===== config.mk =====
export PLATFORM = sky130hd
export DESIGN_NAME = cfgseq_top
export DESIGN_NICKNAME = d
export VERILOG_FILES = /design/src/rtl/cfgseq_pkg.sv /design/src/rtl/cfgseq_delay_counter.sv /design/src/rtl/cfgseq_mode_latch.sv /design/src/rtl/cfgseq_phase_ctrl.sv /design/src/rtl/cfgseq_top.sv
export SDC_FILE = /design/constraint.sdc
export NUM_CORES = 1
export LEC_CHECK = 0
export ABC_AREA = 1
export BUFFER_PORTS_ARGS = -buffer_cell sky130_fd_sc_hd__buf_2
export CAP_MARGIN = 20
export CORE_MARGIN = 3
export CORE_UTILIZATION = 39
export CTS_BUF_LIST = sky130_fd_sc_hd__clkbuf_4 sky130_fd_sc_hd__clkbuf_8
export CTS_CLUSTER_SIZE = 14
export DETAILED_ROUTE_END_ITERATION = 7
export GPL_TIMING_DRIVEN = 0
export SLEW_MARGIN = 40
export SYNTH_ARGS = -nofsm -noshare
export SYNTH_HDL_FRONTEND = slang
export SYNTH_HIERARCHICAL = 1
export SYNTH_SLANG_ARGS = --single-unit

===== constraint.sdc =====
create_clock -name clk -period 2.1 [get_ports clk]
set_input_delay 0.21 -clock clk [delete_from_list [all_inputs] [get_ports clk]]
set_output_delay 0.21 -clock clk [all_outputs]
set_load 0.01 [all_outputs]

===== src/rtl/cfgseq_pkg.sv =====
package cfgseq_pkg;

    typedef enum logic [2:0] {
        PH_POR     = 3'd0,
        PH_INIT    = 3'd1,
        PH_CONFIG  = 3'd2,
        PH_STARTUP = 3'd3,
        PH_RUN     = 3'd4
    } phase_t;

    // Control pins seen by the phase controller
    typedef struct packed {
        logic prog_n;
        logic clr_n;
        logic load_done;
    } seq_in_t;

    // Status levels decoded from the phase
    typedef struct packed {
        logic done;
        logic busy_hi;
        logic busy_lo_n;
        logic pulldn;
    } pin_levels_t;

    localparam int MIN_STARTUP = 3;

    function automatic int startup_len(input int requested);
        return (requested < MIN_STARTUP) ? MIN_STARTUP : requested;
    endfunction

    function automatic logic is_configuring(input phase_t p);
        return (p == PH_INIT) || (p == PH_CONFIG);
    endfunction

    function automatic logic is_user_side(input phase_t p);
        return (p == PH_STARTUP) || (p == PH_RUN);
    endfunction

    function automatic logic pins_released(input seq_in_t s);
        return s.prog_n & s.clr_n;
    endfunction

    function automatic pin_levels_t levels_for(input phase_t p);
        pin_levels_t l;
        l.done      = is_user_side(p);
        l.busy_hi   = is_configuring(p);
        l.busy_lo_n = ~is_configuring(p);
        l.pulldn    = ~is_user_side(p);
        return l;
    endfunction

endpackage


===== src/rtl/cfgseq_delay_counter.sv =====
module cfgseq_delay_counter #(
    parameter int LIMIT = 16
) (
    input  logic clk,
    input  logic rst,
    input  logic clear,
    input  logic enable,
    output logic expired
);
    localparam int CNT_W = (LIMIT > 1) ? $clog2(LIMIT) : 1;
    localparam logic [CNT_W-1:0] LAST = CNT_W'(LIMIT - 1);

    logic [CNT_W-1:0] cnt_q;

    assign expired = enable && (cnt_q == LAST);

    always_ff @(posedge clk) begin
        if (rst || clear) begin
            cnt_q <= '0;
        end else if (enable) begin
            cnt_q <= expired ? '0 : cnt_q + 1'b1;
        end
    end

    AST_COUNT_IN_RANGE: assert property (@(posedge clk) disable iff (rst)
        int'(cnt_q) < LIMIT) else $error("AST_COUNT_IN_RANGE");

    AST_CLEAR_ZEROES: assert property (@(posedge clk) disable iff (rst)
        clear |=> (cnt_q == '0)) else $error("AST_CLEAR_ZEROES");

endmodule


===== src/rtl/cfgseq_mode_latch.sv =====
module cfgseq_mode_latch #(
    parameter int MODE_W = 3
) (
    input  logic              clk,
    input  logic              rst,
    input  logic              capture,
    input  logic [MODE_W-1:0] mode_in,
    output logic [MODE_W-1:0] mode_out
);
    logic [MODE_W-1:0] mode_q;

    always_ff @(posedge clk) begin
        if (rst) begin
            mode_q <= '0;
        end else if (capture) begin
            mode_q <= mode_in;
        end
    end

    assign mode_out = mode_q;

    AST_MODE_HOLD: assert property (@(posedge clk) disable iff (rst)
        !capture |=> $stable(mode_q)) else $error("AST_MODE_HOLD");

    AST_MODE_TAKEN: assert property (@(posedge clk) disable iff (rst)
        capture |=> (mode_q == $past(mode_in))) else $error("AST_MODE_TAKEN");

endmodule


===== src/rtl/cfgseq_phase_ctrl.sv =====
module cfgseq_phase_ctrl
    import cfgseq_pkg::*;
(
    input  logic    clk,
    input  logic    rst,
    input  seq_in_t pins,
    input  logic    por_expired,
    input  logic    startup_expired,
    output phase_t  phase,
    output logic    capture_mode
);
    phase_t phase_q;
    phase_t phase_d;

    always_comb begin
        phase_d = phase_q;
        unique case (phase_q)
            PH_POR: begin
                if (por_expired) phase_d = PH_INIT;
            end
            PH_INIT: begin
                if (pins_released(pins)) phase_d = PH_CONFIG;
            end
            PH_CONFIG: begin
                if (!pins_released(pins)) phase_d = PH_INIT;
                else if (pins.load_done)  phase_d = PH_STARTUP;
            end
            PH_STARTUP: begin
                if (!pins.prog_n)         phase_d = PH_INIT;
                else if (startup_expired) phase_d = PH_RUN;
            end
            PH_RUN: begin
                if (!pins.prog_n) phase_d = PH_INIT;
            end
            default: phase_d = PH_POR;
        endcase
    end

    always_ff @(posedge clk) begin
        if (rst) phase_q <= PH_POR;
        else     phase_q <= phase_d;
    end

    assign phase        = phase_q;
    assign capture_mode = (phase_q == PH_INIT) && pins_released(pins);

    AST_ENTRY_NEEDS_PINS: assert property (@(posedge clk) disable iff (rst)
        (phase_q == PH_INIT && !(pins.prog_n && pins.clr_n)) |=> (phase_q == PH_INIT))
        else $error("AST_ENTRY_NEEDS_PINS");

    AST_ABORT_TO_INIT: assert property (@(posedge clk) disable iff (rst)
        (phase_q == PH_CONFIG && (!pins.prog_n || !pins.clr_n)) |=> (phase_q == PH_INIT))
        else $error("AST_ABORT_TO_INIT");

    AST_PROG_RECONFIG: assert property (@(posedge clk) disable iff (rst)
        ((phase_q == PH_STARTUP || phase_q == PH_RUN) && !pins.prog_n) |=> (phase_q == PH_INIT))
        else $error("AST_PROG_RECONFIG");

    AST_CLEAR_IGNORED: assert property (@(posedge clk) disable iff (rst)
        (phase_q == PH_RUN && pins.prog_n) |=> (phase_q == PH_RUN))
        else $error("AST_CLEAR_IGNORED");

endmodule


===== src/rtl/cfgseq_top.sv =====
module cfgseq_top
    import cfgseq_pkg::*;
#(
    parameter int MODE_W         = 3,
    parameter int POR_CYCLES     = 1000,
    parameter int STARTUP_CYCLES = 3
) (
    input  logic              clk,
    input  logic              rst,
    input  logic              power_ok,
    input  logic              prog_n,
    input  logic              clr_n,
    input  logic [MODE_W-1:0] mode_sel,
    input  logic              load_done,
    output logic              done,
    output logic              busy_hi,
    output logic              busy_lo_n,
    output logic              io_tristate,
    output logic              pulldn_en,
    output logic [MODE_W-1:0] mode_latched
);
    localparam int SU_LEN  = startup_len(STARTUP_CYCLES);
    localparam int POR_LEN = (POR_CYCLES < 1) ? 1 : POR_CYCLES;

    seq_in_t     pins_s;
    phase_t      phase;
    pin_levels_t lv;
    logic        capture_mode;
    logic        por_en, por_expired;
    logic        su_en, su_expired;
    logic        run_seen_q;

    assign pins_s = '{prog_n: prog_n, clr_n: clr_n, load_done: load_done};

    assign por_en = (phase == PH_POR) && power_ok;
    assign su_en  = (phase == PH_STARTUP);

    cfgseq_delay_counter #(.LIMIT(POR_LEN)) i_por_timer (
        .clk     (clk),
        .rst     (rst),
        .clear   (!por_en),
        .enable  (por_en),
        .expired (por_expired)
    );

    cfgseq_delay_counter #(.LIMIT(SU_LEN)) i_startup_timer (
        .clk     (clk),
        .rst     (rst),
        .clear   (!su_en),
        .enable  (su_en),
        .expired (su_expired)
    );

    cfgseq_phase_ctrl i_ctrl (
        .clk             (clk),
        .rst             (rst),
        .pins            (pins_s),
        .por_expired     (por_expired),
        .startup_expired (su_expired),
        .phase           (phase),
        .capture_mode    (capture_mode)
    );

    cfgseq_mode_latch #(.MODE_W(MODE_W)) i_mode (
        .clk      (clk),
        .rst      (rst),
        .capture  (capture_mode),
        .mode_in  (mode_sel),
        .mode_out (mode_latched)
    );

    // Remembers that the previous cycle was already operating
    always_ff @(posedge clk) begin
        if (rst) run_seen_q <= 1'b0;
        else     run_seen_q <= (phase == PH_RUN);
    end

    assign lv          = levels_for(phase);
    assign done        = lv.done;
    assign busy_hi     = lv.busy_hi;
    assign busy_lo_n   = lv.busy_lo_n;
    assign pulldn_en   = lv.pulldn;
    assign io_tristate = !((phase == PH_RUN) && run_seen_q);

    AST_TRISTATE_UNTIL_DONE: assert property (@(posedge clk) disable iff (rst)
        !done |-> io_tristate) else $error("AST_TRISTATE_UNTIL_DONE");

    AST_RELEASE_AFTER_DONE: assert property (@(posedge clk) disable iff (rst)
        $fell(io_tristate) |-> (done && $past(done))) else $error("AST_RELEASE_AFTER_DONE");

    AST_BUSY_EXCLUDES_DONE: assert property (@(posedge clk) disable iff (rst)
        busy_hi |-> (!done && !busy_lo_n)) else $error("AST_BUSY_EXCLUDES_DONE");

    AST_POR_ONLY_WITH_POWER: assert property (@(posedge clk) disable iff (rst)
        ((phase == PH_POR) && !power_ok) |=> (phase == PH_POR)) else $error("AST_POR_ONLY_WITH_POWER");

endmodule


==> results.ini <==
[cts]
cts_tree=done
cts_buffers=3
clock_tree.root_cell=clkbuf_4
clk_latency_ps=290
clock_sinks=19
htree_levels=1
clk_pin_slew_ps=100
cts.path.max_buffers=2
ctsHoldBuffers=0

[worst_setup_path]
path_max_fanout=9
cp_slowest_cell=dfxtp_2
worstPathArrival_ps=2110
path_buf_inv=3
crit_required_ps=2330
worstPathCellList=inv_2, nand2_1, nor2_4, inv_2, nor2_4, nand3_2, inv_1, nand2_1, nand3_2, nand2_2, nor2_2, nor2_1, nor2_2
crit_path_end_kind=register
critPathMaxStageDelay_ps=390
critPathTopFamily=simple AND/OR/NAND/NOR gates
start_kind=register
path_class=reg2reg

[placement]
hpwlAfterDp_mm=1.79
gp_congestion=0.824
portBuffers=16
placedInstanceArea_sq_um=1260

[routing]
viasPerCell=4.81
drc=0
routed_wl_mm=2.31
wl_per_cell_microns=9.97
vias=1117
drtPass1Iterations=4
drt_iter0_markers=62
ant_nets=0

[final_layout]
final_cell_mix=40 x nand2_1, 36 x nor2_1, 25 x inv_1
stdcell_area_sq_um=1300
area_growth_pct=13.8
drive_gt1_share_pct=24.9
layout_commonest_cell=nand2_1
fin_nets=212
fin_util_pct=46.9
n_antenna_cell=0

[die]
dieArea_sq_um=3630
pin_count=17
start_util_pct=41.2
rows=19
die_y_microns=60.2
core_sq_um=2780
die_width_microns=60.2

[pwr]
p_leak_nw=0.586
powerDensity_nw_per_um2=960
ir_worst_vdd_v=0.000578
p_total_w=0.00125

[global_routing]
grt_pass1_vias=948
grt_usage_pct=13.4
grt_overflow=0
antenna_found_initial=0
grt_max_degree=12
grt_pass1_wl_mm=3.75

[sta]
worst-slew-pin-transition_ps=332
fin_skew_ps=7.81
fmaxAchievable_mhz=532
timing.final.crit_share_pct=89.6
slew_violations=0
relSlewSlack_pct=77.8
setup_violations=0
finalHoldViolations=0
period_needed_ps=1880
fin_setup_tns_ps=0
rsz0062_at_grt=false

[yosys]
synthDistinctLibCells=19
ys_warn_count=6
syn_area_per_cell_sq_um=6.33
syn_inst=181
syn_area_sq_um=1150
syn-num-nets=191
synth-seq-area-share_pct=33.2
ys_ff_latch=19

[worst_hold_path]
hold_class=in2reg

[outcome]
status=finished clean

[flow_run]
maxCapViolCount=0

power by group:
| part | leakage, nW | internal (W) | switching [W] |
|---|---|---|---|
| logic | 0.413 | 0.000210 | 0.000370 |
| registers | 0.155 | 0.000404 | 0.0000755 |
| clock network | 0.0184 | 0.0000868 | 0.000105 |
cells in the mapped netlist (all sizes together):
cell type,count,area share (%)
nor3,1,0.44
nand3,24,12
nor2,48,20
nand4,1,0.55
a21oi,7,3.1
nand2,46,17
ha,1,1.1
or2,1,0.55
xor2,1,0.76
o21bai,2,2.0
o211ai,1,0.66
dfxtp,19,33
inv,29,9.5
through the flow:
| step | hold slack, ps | worst slack [ps] | instances |
|---|---|---|---|
| finish | 167 | 219 | 232 |
| global route | 164 | 47.2 | 232 |
| CTS | 160 | 66.6 | 232 |
| detailed placement | 465 | 102 | 228 |
| global placement | 449 | 136 | 228 |
| floorplan | 282 | 403 | 181 |
routing by layer:
layer  global-route usage, %  vias up  part of all wire, %
met4                    3.80        0                  1.1
met2                    23.6       24                   50
met5                       0        -                    0
met1                    15.9      489                   45
met3                    3.24        4                  3.6
li1                        -      600                    -
what timing repair did:
item | CTS | global route
setup endpoints to repair | 0 | 3
gates resized for setup | 0 | 4
endpoints found under the hold margin | 0 | 0
buffers inserted | 0 | 0
area by class of cell:
type	count	area (sq um)
Clock buffer	4	30.0
Fill cell	303	1480
Inverter	29	109
Multi-Input combinational cell	133	662
Sequential cell	19	384
Tap cell	31	38.8
Timing Repair Buffer	16	80.1
state kept, by name, indices dropped and copies added (netlist names):
name and cells:
i_ctrl/phase 3, i_mode/mode_out 3, i_por_timer/cnt_q 10, i_startup_timer/cnt_q 2
run_seen_q 1
kinds of logic after synthesis:
group / share of synthesized area [%]
flip-flops: 33.2
buffers and inverters: 9.50
AND/OR/NAND/NOR: 49.8
adder cells (fa/ha/maj): 1.09
AO/OA/AOI/OAI: 5.68
XOR/XNOR: 0.764
worst paths after layout:
path	end	from	slack (ps)	cells after the start
setup / recovery	i_ctrl/phase[2]$_SDFFE_PP0P_	i_ctrl/phase[2]$_SDFFE_PP0P_	220	13
hold / removal	run_seen_q$_SDFF_PP0_	rst	170	2
setup reg to reg	i_ctrl/phase[2]$_SDFFE_PP0P_	i_ctrl/phase[2]$_SDFFE_PP0P_	220	13
hold reg to reg	i_mode/mode_out[2]$_SDFFE_PP0P_	i_mode/mode_out[2]$_SDFFE_PP0P_	480	2
No activity file was read; power rests on OpenSTA's default activity.
